==> config.mk <==
export PLATFORM = sky130hd
export DESIGN_NAME = byte_view_regfile
export DESIGN_NICKNAME = d
export VERILOG_FILES = /design/src/rtl/byte_view_regfile.sv
export SDC_FILE = /design/constraint.sdc
export NUM_CORES = 1
export LEC_CHECK = 0
export BUFFER_PORTS_ARGS = -buffer_cell sky130_fd_sc_hd__buf_2
export CAP_MARGIN = 20
export CELL_PAD_IN_SITES_DETAIL_PLACEMENT = 0
export CELL_PAD_IN_SITES_GLOBAL_PLACEMENT = 1
export CORE_MARGIN = 2
export CORE_UTILIZATION = 43
export CTS_CLUSTER_DIAMETER = 60
export DETAILED_ROUTE_END_ITERATION = 16
export PLACE_DENSITY = 0.75
export SETUP_SLACK_MARGIN = 0.3
export SYNTH_ARGS = -nofsm -noshare
export SYNTH_HDL_FRONTEND = slang
export SYNTH_SLANG_ARGS = --single-unit
==> constraint.sdc <==
create_clock -name clk -period 3 [get_ports clk]
set_clock_uncertainty 0.1 [all_clocks]
set_input_delay 0.75 -clock clk [delete_from_list [all_inputs] [get_ports clk]]
set_output_delay 0.75 -clock clk [all_outputs]
set_load 0.01 [all_outputs]
==> src/rtl/byte_view_regfile.sv <==
module byte_view_regfile #(
  parameter int DATA_W = 32,
  parameter int NREG   = 8,
  parameter int NBV    = 4,
  parameter int BYTE_W = 8
) (
  input  logic                    clk,
  input  logic                    rst_n,
  input  logic [$clog2(NREG)-1:0] rd_a_idx,
  input  logic                    rd_a_byte,
  output logic [DATA_W-1:0]       rd_a_data,
  input  logic [$clog2(NREG)-1:0] rd_b_idx,
  input  logic                    rd_b_byte,
  output logic [DATA_W-1:0]       rd_b_data,
  input  logic                    wr_en,
  input  logic [$clog2(NREG)-1:0] wr_idx,
  input  logic                    wr_byte,
  input  logic [DATA_W-1:0]       wr_data,
  input  logic                    flag_we,
  input  logic [3:0]              flag_in,
  output logic [3:0]              flags
);
  localparam int IW = $clog2(NREG);
  localparam int BW = $clog2(NBV);
  localparam int PAD = DATA_W - BYTE_W;

  logic [DATA_W-1:0] regs [NREG];
  logic [DATA_W-1:0] nxt  [NREG];
  logic [3:0]        flags_q;

  function automatic logic [IW-1:0] byte_owner(input logic [IW-1:0] idx);
    return IW'(idx[BW-1:0]);
  endfunction

  logic [IW-1:0] wr_tgt;
  assign wr_tgt = wr_byte ? byte_owner(wr_idx) : wr_idx;

  always_comb begin
    for (int i = 0; i < NREG; i++) begin
      nxt[i] = regs[i];
      if (wr_en && wr_tgt == IW'(i)) begin
        if (!wr_byte)
          nxt[i] = wr_data;
        else if (wr_idx[BW])
          nxt[i][2*BYTE_W-1:BYTE_W] = wr_data[BYTE_W-1:0];
        else
          nxt[i][BYTE_W-1:0] = wr_data[BYTE_W-1:0];
      end
    end
  end

  always_ff @(posedge clk or negedge rst_n) begin
    if (!rst_n) begin
      for (int i = 0; i < NREG; i++) regs[i] <= '0;
      flags_q <= '0;
    end else begin
      for (int i = 0; i < NREG; i++) regs[i] <= nxt[i];
      if (flag_we) flags_q <= flag_in;
    end
  end

  logic [IW-1:0]     a_reg, b_reg;
  logic [DATA_W-1:0] a_word, b_word;
  logic [BYTE_W-1:0] a_sel, b_sel;

  assign a_reg  = rd_a_byte ? byte_owner(rd_a_idx) : rd_a_idx;
  assign b_reg  = rd_b_byte ? byte_owner(rd_b_idx) : rd_b_idx;
  assign a_word = nxt[a_reg];
  assign b_word = nxt[b_reg];
  assign a_sel  = rd_a_idx[BW] ? a_word[2*BYTE_W-1:BYTE_W] : a_word[BYTE_W-1:0];
  assign b_sel  = rd_b_idx[BW] ? b_word[2*BYTE_W-1:BYTE_W] : b_word[BYTE_W-1:0];

  assign rd_a_data = rd_a_byte ? {{PAD{1'b0}}, a_sel} : a_word;
  assign rd_b_data = rd_b_byte ? {{PAD{1'b0}}, b_sel} : b_word;
  assign flags     = flags_q;
endmodule

==> summary.txt, run 1 <==
Outcome
  • Outcome: finished, violations left
  • Failing checks: negative setup slack

Floorplanning
  • Chip Width: between 150 and 200 um
  • Number of core rows: a little under 70
  • Core area: about 36,000 sq um
  • Ports: 120
  • Die H: roughly 190 um
  • Area of the die: around 38,000 sq um
  • Initial Util: 0.4369

Setup path
  • Crit-path max cell delay: 380 ps
  • CP Launch Type: input pin
  • Crit path DAT: roughly 2800 ps
  • Path depth of the worst reg2reg path: 6
  • Worst Path Required: approximately 2200 ps
  • Crit path cell chain: buf_12, buf_12, nor3b_4, buf_6, buf_6, a41o_1, a221oi_2, buf_4, mux2i_2, mux2i_2, a2111oi_4, buf_2
  • Worst path slowest cell: a2111oi_4
  • FF-to-FF Start: regs[232]
  • R2R Setup Slk: 1580 ps
  • CP endpoint kind: output pin
  • Worst-path fanout max: 6
  • CP Class: in2out
  • Reg2reg end: regs[232]

Route
  • Total wire length: approximately 65,000 um
  • Remaining DRCs: 0
  • DR vias: about 16,000
  • Pre-Repair DR Iteration Count: 6
  • Wire per inst: 25.06 um
  • Iteration-0 DRC Markers: about 1,600
  • Drt via density: between 6 and 7
  • ANT nets after route: 0

Clocking
  • Htree depth: 2
  • Reg clk slew, reported paths: ~60 ps
  • Clock sinks: 260
  • CTS tree: built
  • Worst-skew pair later-pin latency: between 500 and 600 ps
  • Max clock buf depth: 3
  • CTS Hold Bufs: 0
  • Clock Tree Root: clkbuf_16
  • TritonCTS buffer count: 36

Min path
  • Worst min path class: in2async

GRT
  • Overflow after GRT: 0
  • Initial antenna violation count: 1
  • Most used routing layer: met2
  • Global-route wire length before repair: 97,700 um
  • Largest net degree at the start of global routing: 69
  • Tot GR Track Use: 0.3341
  • Vias in the first global route: 16,170
  • Met3 Track Usage GR: 0.06714
  • Met1 Usage GRT: 0.4709
  • M2 GR Usage: 0.5042

Yosys
  • Post-synth ARST share: 1.000
  • Primary FF master, synth: dfrtp_1
  • Synth Instances: approximately 1,600
  • Number of synthesized flops with an enable pin: 0
  • Post-synth top area cell: dfrtp_1
  • #FFs+latches synth: 260
  • Yosys top cell area share: 0.4187
  • Post-Syn Nets: between 1,500 and 2,000
  • Largest cells by area after synthesis: dfrtp_1 42%, mux2i_1 6.2%, mux4_2 6.1%, a21oi_1 4.7%, nand2_1 4.4%
  • Post-synthesis sequential area ratio: 0.4187
  • Mapped Area: 15,540 sq um
  • Post-synth cell types: 70
  • Syn Area/Cell: about 9.4 sq um
  • Synth Warn #: 0

Power
  • Sequential Power Share: 0.349
  • PD cells: 574.0 nW/um^2
  • Switching Share: 0.3279
  • P_sw: 0.004442 W
  • Static Leak: roughly 11 nW
  • Power share of the clock group: 0.305
  • P_int: around 0.009 W
  • Max VDD drop: 0.4797 mV
  • Gate power share: 0.346

STA
  • Unrepaired setup endpoints after global routing: true
  • Setup Viol. Count Final: 64
  • Sum Neg Setup Slack: -35,490 ps
  • Final slew viol count: 0
  • Slew @ Worst Pin: approximately 770 ps
  • Final Hold Vio Count: 0
  • Fin crit share: 1.223
  • Slack of the critical path: -668.8 ps
  • Max Clk Rate: about 0.27 GHz
  • Relative slew slack: 0.4880
  • Final min period: 3669 ps

Layout
  • Area growth syn-to-layout: 51.87%
  • ANT cells: 0
  • Fin nets: approximately 2,100
  • Layout cells sized above 1: 0.4723

Job
  • Max_cap viols: 0

Placed design
  • GPL Wtd Cong: slightly above 0.9
  • Setup Slack @ Placement: -842.4 ps
  • IO buf count: 119
  • Post-DP HPWL: between 40,000 and 50,000 um
-- through the flow --
stage                     hold WS, ps    util  std cells  power, W  instance area, sq um
final                           44.85  0.6635       2574   0.01355                 23600
after global routing            93.46  0.6635       2574   0.01410                 23600
after detailed placement        379.4  0.5701       2453  0.008735                 20280
after global placement          358.0  0.5701       2453  0.008614                 20280
after CTS                       67.89  0.6496       2563   0.01330                 23100
after floorplan                 343.3       -       1645  0.006921                 16520
-- cells in the final DEF (no fill, tap or decap), drive strengths merged, types with 26 or more instances in the layout --
master,synthesis,final
mux2i,96,96
mux2,29,29
o221ai,59,59
nor2,49,49
inv,163,164
o22ai,42,42
a21oi,147,147
buf,59,552
dfrtp,260,260
o221a,26,26
nand2,184,184
mux4,42,42
clkbuf,89,49
nand3b,37,37
nor3,64,64
o21ai,83,83
-- registers in the layout (all words and copies together), names as in the netlist --
register and count:
flags 4, regs 256
-- synth_stat cells (5+ instances only) --
| master | count |
|---|---|
| mux4_2 | 42 |
| a31o_2 | 5 |
| nand2b_1 | 14 |
| dfrtp_1 | 260 |
| o21a_1 | 11 |
| a21oi_1 | 146 |
| o31ai_1 | 24 |
| o221ai_1 | 59 |
| buf_2 | 35 |
| a21o_1 | 6 |
| buf_4 | 7 |
| nand3b_1 | 36 |
| o22ai_1 | 42 |
| o32a_1 | 7 |
| nor2_1 | 46 |
| or2_2 | 9 |
| nor3_1 | 63 |
| mux2i_1 | 96 |
| mux2_2 | 29 |
| o21ai_0 | 80 |
| o221a_2 | 26 |
| o41ai_1 | 7 |
| a221oi_1 | 15 |
| a31oi_1 | 7 |
| a2111oi_0 | 9 |
| a32o_1 | 6 |
| a22o_1 | 7 |
| a311oi_1 | 11 |
| clkbuf_1 | 89 |
| nand2_1 | 184 |
| inv_1 | 161 |
| buf_1 | 13 |
| a221o_1 | 22 |
-- power groups by stage --
stage               registers [W]  clock network [W]  logic (W)
floorplan                 0.00460                  0    0.00232
global placement          0.00468                  0    0.00393
detailed placement        0.00471                  0    0.00402
CTS                       0.00469            0.00419    0.00442
global route              0.00479            0.00432    0.00499
finish                    0.00473            0.00413    0.00469
-- worst max-delay path: cells and delay by family --
kind	cells	cell delay, ps
multiplexers	2	340
AND/OR/NAND/NOR	1	250
buffers and inverters	6	880
AO/OA/AOI/OAI	3	590
-- routing by layer --
metal | part of all wire | vias up | wire length (um)
met1 | 0.42 | 7996 | 26950
met2 | 0.45 | 865 | 29140
met4 | 0.041 | 2 | 2634
met5 | 0.00011 | - | 7
met3 | 0.090 | 176 | 5778
li1 | - | 6984 | -
-- worst max-delay path by stage --
| stage | start | to | depth (start not counted) |
|---|---|---|---|
| after detailed placement | wr_idx[2] | rd_b_data[0] | 10 |
| final | wr_idx[0] | rd_b_data[0] | 12 |
| after floorplan | wr_idx[2] | rd_a_data[3] | 7 |
| after CTS | wr_idx[0] | rd_a_data[5] | 12 |
| after global placement | wr_idx[2] | rd_b_data[0] | 10 |
| after global routing | wr_idx[0] | rd_b_data[6] | 11 |
-- final cells by class --
| cell class | count | area [sq um] |
|---|---|---|
| Timing Repair Buffer | 554 | 5082 |
| Clock buffer | 49 | 1041 |
| Sequential cell | 260 | 6506 |
| Tap cell | 461 | 576.8 |
| Clock inverter | 12 | 105.1 |
| Inverter | 163 | 611.8 |
| Multi-Input combinational cell | 1075 | 9677 |
| Fill cell | 2751 | 11970 |
-- repair_timing --
action,CTS,global route
cloned,11,0
setup endpoints to repair,64,64
resized for setup,234,73
pin swaps,77,39
setup buffers,38,11
-- kinds of logic after synthesis --
kind of cell	after synthesis	synth area share
XOR/XNOR	4	0.002255
flip-flops	260	0.4187
buffers and inverters	311	0.08156
AND/OR/NAND/NOR	381	0.1188
AO/OA/AOI/OAI	522	0.2350
multiplexers	167	0.1437
No activity file was read; power rests on OpenSTA's default activity.
==> run 2: changes to the inputs <==
--- a/config.mk
+++ b/config.mk
@@ -5,15 +5,16 @@
 export SDC_FILE = /design/constraint.sdc
 export NUM_CORES = 1
 export LEC_CHECK = 0
+export ABC_AREA = 1
 export BUFFER_PORTS_ARGS = -buffer_cell sky130_fd_sc_hd__buf_2
 export CAP_MARGIN = 20
 export CELL_PAD_IN_SITES_DETAIL_PLACEMENT = 0
 export CELL_PAD_IN_SITES_GLOBAL_PLACEMENT = 1
 export CORE_MARGIN = 2
-export CORE_UTILIZATION = 43
+export CORE_UTILIZATION = 44
 export CTS_CLUSTER_DIAMETER = 60
 export DETAILED_ROUTE_END_ITERATION = 16
-export PLACE_DENSITY = 0.75
+export PLACE_DENSITY_LB_ADDON = 0.1
 export SETUP_SLACK_MARGIN = 0.3
 export SYNTH_ARGS = -nofsm -noshare
 export SYNTH_HDL_FRONTEND = slang
==> constraint.sdc (replaced) <==
create_clock -name clk -period 3.6 [get_ports clk]
set_clock_uncertainty 0.1 [all_clocks]
set_input_delay 0.9 -clock clk [delete_from_list [all_inputs] [get_ports clk]]
set_output_delay 0.9 -clock clk [all_outputs]
set_load 0.01 [all_outputs]
==> run 2 against run 1 <==
Worst hold slack gained 250 ps. Global-route usage grew 1.1 points. The flow now finishes without violations. First-iteration DRC count grew 25%. Power shrank 17%. Clock power shrank 4%.
==> summary.txt, run 2 <==
Setup path
  • CP endpoint kind: output pin
  • Crit path DAT: 2510 ps (-310 ps)
  • CP Launch Point: wr_byte
  • Crit-path max cell delay: 160 ps (-220 ps)
  • CP Class: in2out
  • CP Launch Type: input pin
  • Path depth of the worst reg2reg path: 8 (+2)
  • Worst-path fanout max: 7 (+1)
  • Worst Path Required: 2600 ps (+450 ps)
  • Most used cell, CP: nand2_1
  • FF-to-FF Start: regs[169]
  • Crit path cell chain: buf_12, clkinv_8, nand2_8, nand2_8, nor2_4, inv_2, buf_12, nand2_1, nand3_1, nand3_2, nand2_1, nand2_1, nand2_1, buf_2
  • Worst path slowest cell: nor2_4

Clocking
  • Worst-skew pair later-pin latency: 550 ps (+40 ps)
  • CTS tree: built
  • Clock Tree Root: clkbuf_16
  • Reg clk slew, reported paths: 60 ps (about the same)
  • Max clock buf depth: 3 (unchanged)
  • Clock sinks: 260 (unchanged)
  • CTS Hold Bufs: 0 (unchanged)
  • Htree depth: 2 (unchanged)
  • TritonCTS buffer count: 38 (+5.6%)

GRT
  • Global-route wire length before repair: 108,300 um (+11%)
  • Initial antenna violation count: 2 (+1)
  • Overflow after GRT: 0 (unchanged)
  • Vias in the first global route: 18,530 (+15%)
  • Tot GR Track Use: 0.3454 (+0.01131)
  • Largest net degree at the start of global routing: 82 (+19%)

Layout
  • Layout cells sized above 1: 0.2848 (-0.1875)
  • Most common cell after layout, fill and taps aside: nand2_1
  • Cell Count, Final, Fillers Out: 3,412 (+33%)
  • Area growth syn-to-layout: 36.81%
  • Fin nets: 2,920 (+36%)
  • Number of flip-flops in the largest register: 256 (unchanged)
  • Most frequent cells in the layout: 900 x nand2_1, 480 x nand3_1, 260 x dfrtp_1, 173 x buf_4, 168 x inv_1
  • Most flops, register: regs

Route
  • ANT nets after route: 0 (unchanged)
  • Remaining DRCs: 0 (unchanged)
  • Pre-Repair DR Iteration Count: 6 (unchanged)
  • Iteration-0 DRC Markers: 1,954 (+25%)
  • Total wire length: 73,090 um (+13%)
  • DR vias: 19,640 (+23%)
  • Wire per inst: 21.42 um (-15%)
  • Drt via density: 5.757 (-7.5%)

Power
  • P_int: 0.007368 W (-19%)
  • P_sw: 0.003808 W (-14%)
  • Max VDD drop: 0.3506 mV (-27%)
  • Gate power share: 0.309 (-0.037)
  • Static Leak: 12.10 nW (+14%)
  • Power share of the clock group: 0.354 (+0.049)
  • Sequential Power Share: 0.337 (-0.012)
  • Pwr Total: 0.01118 W (-17%)
  • Switching Share: 0.3407 (+0.01281)
  • PD cells: 475.5 nW/um^2 (-17%)

STA
  • Fin crit share: 0.9747
  • Final slew viol count: 0 (unchanged)
  • Unrepaired setup endpoints after global routing: true
  • Relative slew slack: 0.4868 (-0.001267)
  • Sum Neg Setup Slack: 0 ps (+35,490 ps)
  • Slew @ Worst Pin: 769.9 ps (+3.477 ps)
  • Final min period: 3509 ps
  • Final Hold Vio Count: 0 (unchanged)
  • Max Clk Rate: 0.2850 GHz
  • Setup Viol. Count Final: 0 (-100%)

Yosys
  • #FFs+latches synth: 260 (unchanged)
  • Post-synth cell types: 26 (-63%)
  • Post-synth top area cell: dfrtp_1
  • Synth Warn #: 0 (unchanged)
  • Post-synth ARST share: 1.000 (unchanged)
  • Yosys top cell area share: 0.3788 (-0.03992)
  • Synth Instances: 2,632 (+60%)
  • Number of synthesized flops with an enable pin: 0 (unchanged)
  • Largest cells by area after synthesis: dfrtp_1 38%, nand2_1 22%, nand3_1 16%, o211ai_1 5.7%, inv_1 4.0%
  • Mapped Area: 17,180 sq um (+11%)
  • Top cells by count, synth: 1,029 x nand2_1, 564 x nand3_1, 260 x dfrtp_1, 181 x inv_1, 130 x o211ai_1
  • Syn Area/Cell: 6.526 sq um (-31%)
  • Post-Syn Nets: 2,684 (+58%)
  • Most frequent cell after synthesis: nand2_1
  • Primary FF master, synth: dfrtp_1
  • Post-synthesis sequential area ratio: 0.3788 (-0.03992)

Placed design
  • Cells after DPL: 3,308 (+35%)
  • IO buf count: 119 (unchanged)
  • Post-DP HPWL: 45,420 um (+4.7%)
  • GPL Wtd Cong: 0.9057 (-2.6%)

Outcome
  • Outcome: complete, no violations

Floorplanning
  • Initial Util: 0.4455 (+0.008622)
  • Number of core rows: 72 (+4.3%)
  • Area of the die: 40,640 sq um (+7.9%)
  • Core area: 38,560 sq um (+8.4%)
  • Ports: 120 (unchanged)
  • Chip Width: 201.6 um (+3.9%)
  • Die H: 201.6 um (+3.9%)

Job
  • Max_cap viols: 0 (unchanged)

Min path
  • Worst min path class: in2async
run 2: worst max-delay path, delay by kind of cell:
family / cells / cell delay, ps
simple gates: 9 / 1000
buf+inv: 5 / 570
run 2: what timing repair did:
action,in CTS,in global routing
buffers inserted,13,14
resized for setup,165,279
pin swaps,43,91
cloned,2,9
setup endpoints to repair,64,64
run 2: cell type report:
cell class / instances / area (sq um)
tap: 518 / 648.1
clock buffer: 54 / 1145
clock inverter: 11 / 160.2
inverter: 201 / 818.3
timing repair buffer: 392 / 3900
fill: 3610 / 15060
antenna: 1 / 2.502
multi-input combinational: 1975 / 10320
sequential: 260 / 6506
run 2: power groups by stage:
| stage | registers (W) | logic, W | clock network, W |
|---|---|---|---|
| after floorplan | 0.00372 | 0.00196 | 0 |
| after global placement | 0.00375 | 0.00295 | 0 |
| after global routing | 0.00382 | 0.00382 | 0.00411 |
| after CTS | 0.00373 | 0.00315 | 0.00399 |
| after detailed placement | 0.00377 | 0.00301 | 0 |
| final | 0.00376 | 0.00346 | 0.00395 |
run 2: routing by layer:
| layer | global-route usage | wire, um | vias to the layer above |
|---|---|---|---|
| met1 | 0.4459 | 29140 | 9277 |
| met3 | 0.05799 | 6515 | 218 |
| met4 | 0.1626 | 3424 | 2 |
| li1 | - | - | 9116 |
| met2 | 0.5655 | 33990 | 1029 |
| met5 | 0 | 17 | - |
run 2: kinds of logic (layout without fill, tap and decap cells):
group | count (synthesis) | count (layout) | synth area share
AOI/OAI and AO/OA | 282 | 282 | 0.1076
buffers and inverters | 397 | 658 | 0.09287
DFF | 260 | 260 | 0.3788
muxes | 4 | 4 | 0.002622
other | 0 | 1 | 0
and+or+nand+nor | 1689 | 1689 | 0.4182
run 2: worst paths after layout:
check,to,slack [ps]
min reg2reg,regs[233],380
max,rd_a_data[11],90
max in group asynchronous,regs[178],2380
max reg2reg,regs[169],2440
min in group clk,regs[233],380
min,flags[3],290
run 2: through the flow:
step	util	setup WS, ps	instance area (sq um)	hold slack (ps)
2_1_floorplan	-	387.8	17180	354.9
3_3_place_gp	0.5200	-96.69	20050	364.6
3_5_place_dp	0.5200	-83.38	20050	367.2
4_1_cts	0.5733	130.1	22100	300.0
5_1_grt	0.6095	10.96	23500	330.0
6_report	0.6095	91.01	23500	290.1
==> run 3: changes to the inputs <==
--- a/config.mk
+++ b/config.mk
@@ -8,7 +8,7 @@
 export ABC_AREA = 1
 export BUFFER_PORTS_ARGS = -buffer_cell sky130_fd_sc_hd__buf_2
 export CAP_MARGIN = 20
-export CELL_PAD_IN_SITES_DETAIL_PLACEMENT = 0
+export CELL_PAD_IN_SITES_DETAIL_PLACEMENT = 1
 export CELL_PAD_IN_SITES_GLOBAL_PLACEMENT = 1
 export CORE_MARGIN = 2
 export CORE_UTILIZATION = 44
==> run 3 against run 2 <==
The run now ends with negative setup slack left. Sequential power about the same. Sequential cell count stayed put. Global-route usage is 4.6 points higher. Setup slack lost 180 ps. Power grew 3.0%. Clock power is 5% higher. Die area stayed put.
==> summary.txt, run 3 (synthesis results as in run 2) <==
Outcome
  • Outcome: finished, violations left
  • Failing checks: negative setup slack

Layout
  • Fin nets: 2,910 (-0.34%)
  • Layout cells sized above 1: 0.2619 (-0.02296)
  • Most flops, register: regs
  • Post-Layout Inst Area: 23,080 sq um (-1.8%)
  • Most frequent cells in the layout: 941 x nand2_1, 497 x nand3_1, 260 x dfrtp_1, 169 x buf_4, 167 x inv_1
  • Fin util: 0.5986 (-0.01094)
  • Multi-input logic area: 10,090 sq um (-2.3%)
  • Fillcell total: 4,922 (+36%)
  • Number of flip-flops in the largest register: 256 (unchanged)
  • Area growth syn-to-layout: 34.36%
  • FF+latch area: 6506 sq um (unchanged)
  • Most common cell after layout, fill and taps aside: nand2_1

Setup path
  • FF-to-FF Start: regs[137]
  • CP Launch Type: input pin
  • Worst Path Required: 2600 ps (about the same)
  • Worst-path fanout max: 8 (+1)
  • Crit path DAT: 2690 ps (+180 ps)
  • Worst path slowest cell: o21ai_1
  • Crit-path max cell delay: 240 ps (+80 ps)
  • Crit path cell chain: buf_8, buf_8, buf_12, nand3_1, nand2_2, inv_1, nand2_1, o21ai_1, nand2_1, nand3_1, nand3_1, nand2_2, nor2_4, buf_2
  • Cell family with the largest share of critical-path delay: simple AND/OR/NAND/NOR gates
  • CP bufs+invs: 5 (unchanged)
  • Most used cell, CP: nand3_1
  • CP endpoint kind: output pin
  • CP Launch Point: wr_idx[2]
  • CP Class: in2out

Job
  • Max_cap viols: 0 (unchanged)

Power
  • Static Leak: 11.95 nW (-1.3%)
  • PD cells: 498.6 nW/um^2 (+4.9%)
  • Max VDD drop: 0.3518 mV (+0.34%)

Clocking
  • Clock Tree Root: clkbuf_16
  • Clock sinks: 260 (unchanged)
  • Reg clk slew, reported paths: 60 ps (about the same)
  • TritonCTS buffer count: 38 (unchanged)
  • Max clock buf depth: 3 (unchanged)
  • Htree depth: 2 (unchanged)
  • Worst-skew pair later-pin latency: 560 ps (about the same)
  • CTS Hold Bufs: 0 (unchanged)
  • CTS tree: built

GRT
  • Global-route wire length before repair: 123,500 um (+14%)
  • Largest net degree at the start of global routing: 82 (unchanged)
  • Met3 Track Usage GR: 0.06560 (+0.007613)
  • Vias in the first global route: 21,750 (+17%)
  • Most used routing layer: met2
  • Tot GR Track Use: 0.3912 (+0.04574)
  • Met1 Usage GRT: 0.4727 (+0.02678)
  • Initial antenna violation count: 2 (unchanged)
  • M2 GR Usage: 0.6554 (+0.08990)
  • Overflow after GRT: 0 (unchanged)

Route
  • ANT nets after route: 0 (unchanged)
  • Total wire length: 83,170 um (+14%)
  • Pre-Repair DR Iteration Count: 5 (-1)
  • Drt via density: 6.126 (+6.4%)
  • Iteration-0 DRC Markers: 1,893 (-3.1%)
  • Wire per inst: 24.42 um (+14%)
  • Remaining DRCs: 0 (unchanged)
  • DR vias: 20,870 (+6.2%)

Min path
  • Worst min path class: in2async

STA
  • Unrepaired setup endpoints after global routing: true
  • Fin crit share: 1.025 (+0.04988)
  • Relative slew slack: 0.4746 (-0.01220)
  • Max Clk Rate: 0.2711 GHz (-4.9%)
  • Final min period: 3689 ps (+179.6 ps)
  • Final slew viol count: 0 (unchanged)
  • Hold WS: 283.7 ps (-6.372 ps)
  • Final Hold Vio Count: 0 (unchanged)
  • Slack of the critical path: -88.55 ps (-179.6 ps)
  • Slew @ Worst Pin: 788.2 ps (+18.30 ps)
  • Setup Viol. Count Final: 4 (+4)

Placed design
  • Post-DP Area: 20,050 sq um (unchanged)
  • Post-DP HPWL: 51,420 um (+13%)
  • Setup Slack @ Placement: -153.9 ps (-70.47 ps)
  • IO buf count: 119 (unchanged)
  • GPL Wtd Cong: 0.9057 (unchanged)

Floorplanning
  • Ports: 120 (unchanged)
  • Core area: 38,560 sq um (unchanged)
  • Die H: 201.6 um (unchanged)
  • Area of the die: 40,640 sq um (unchanged)
  • Initial Util: 0.4455 (unchanged)
  • Chip Width: 201.6 um (unchanged)
  • Number of core rows: 72 (unchanged)
-- run 3: changes by cell type in the layout (fill, tap and decap cells not counted), sizes merged --
cell	previous run	this run
clkinv	6	5
bufinv	4	5
buf	383	375
clkinvlp	5	6
clkbuf	62	63
-- run 3: worst paths after layout --
| path | slack [ps] | endpoint | cells after the start |
|---|---|---|---|
| setup / recovery | -90 | rd_b_data[11] | 14 |
| hold / removal | 280 | flags[2] | 1 |
| max in group asynchronous | 2360 | regs[197] | 2 |
| min in group clk | 390 | regs[31] | 2 |
| setup reg to reg | 2370 | regs[137] | 7 |
| hold reg to reg | 390 | regs[31] | 2 |
-- run 3: final cells by class --
type	count	area share
Antenna cell	1	0.0001084
Clock buffer	58	0.05112
Tap cell	518	0.02808
Timing Repair Buffer	381	0.1581
Timing Repair inverter	1	0.0002168
Sequential cell	260	0.2819
Multi-Input combinational cell	1975	0.4370
Clock inverter	11	0.008078
Inverter	201	0.03540
-- run 3: worst register-to-register path, cell delays in order, from the launching register on --
cell and delay [ps]:
dfrtp_1 400, nand2_1 70, nand2_1 60, nand2_1 70, nand2_1 60, nand2_1 140, buf_4 140, nand2_1 60
-- run 3: power by group --
part / internal [W] / leakage (nW) / total (W) / switching (W)
Sequential: 0.00353 / 3.10 / 0.00379 / 0.000251
Combinational: 0.00130 / 8.17 / 0.00358 / 0.00227
Clock: 0.00262 / 0.670 / 0.00415 / 0.00153
-- run 3: metal layers --
metal,vias to the layer above,share of wire
met3,350,0.079
met4,2,0.064
li1,9066,-
met2,1101,0.47
met1,10350,0.38
met5,-,0.00013
-- run 3: through the flow --
stage	total power, W	TNS (ps)	std cells
floorplan	0.005684	0	2632
global placement	0.006701	-681.0	3308
detailed placement	0.006903	-1627	3308
CTS	0.01119	0	3391
global route	0.01200	-407.3	3405
finish	0.01151	-207.2	3406
-- run 3: repair_timing --
| item | in CTS | in global routing |
|---|---|---|
| resized for setup | 166 | 190 |
| endpoints found under the hold margin | 0 | 0 |
| cloned | 1 | 6 |
| pin swaps | 36 | 65 |
| buffers inserted | 13 | 8 |
| endpoints found under the setup margin | 64 | 64 |
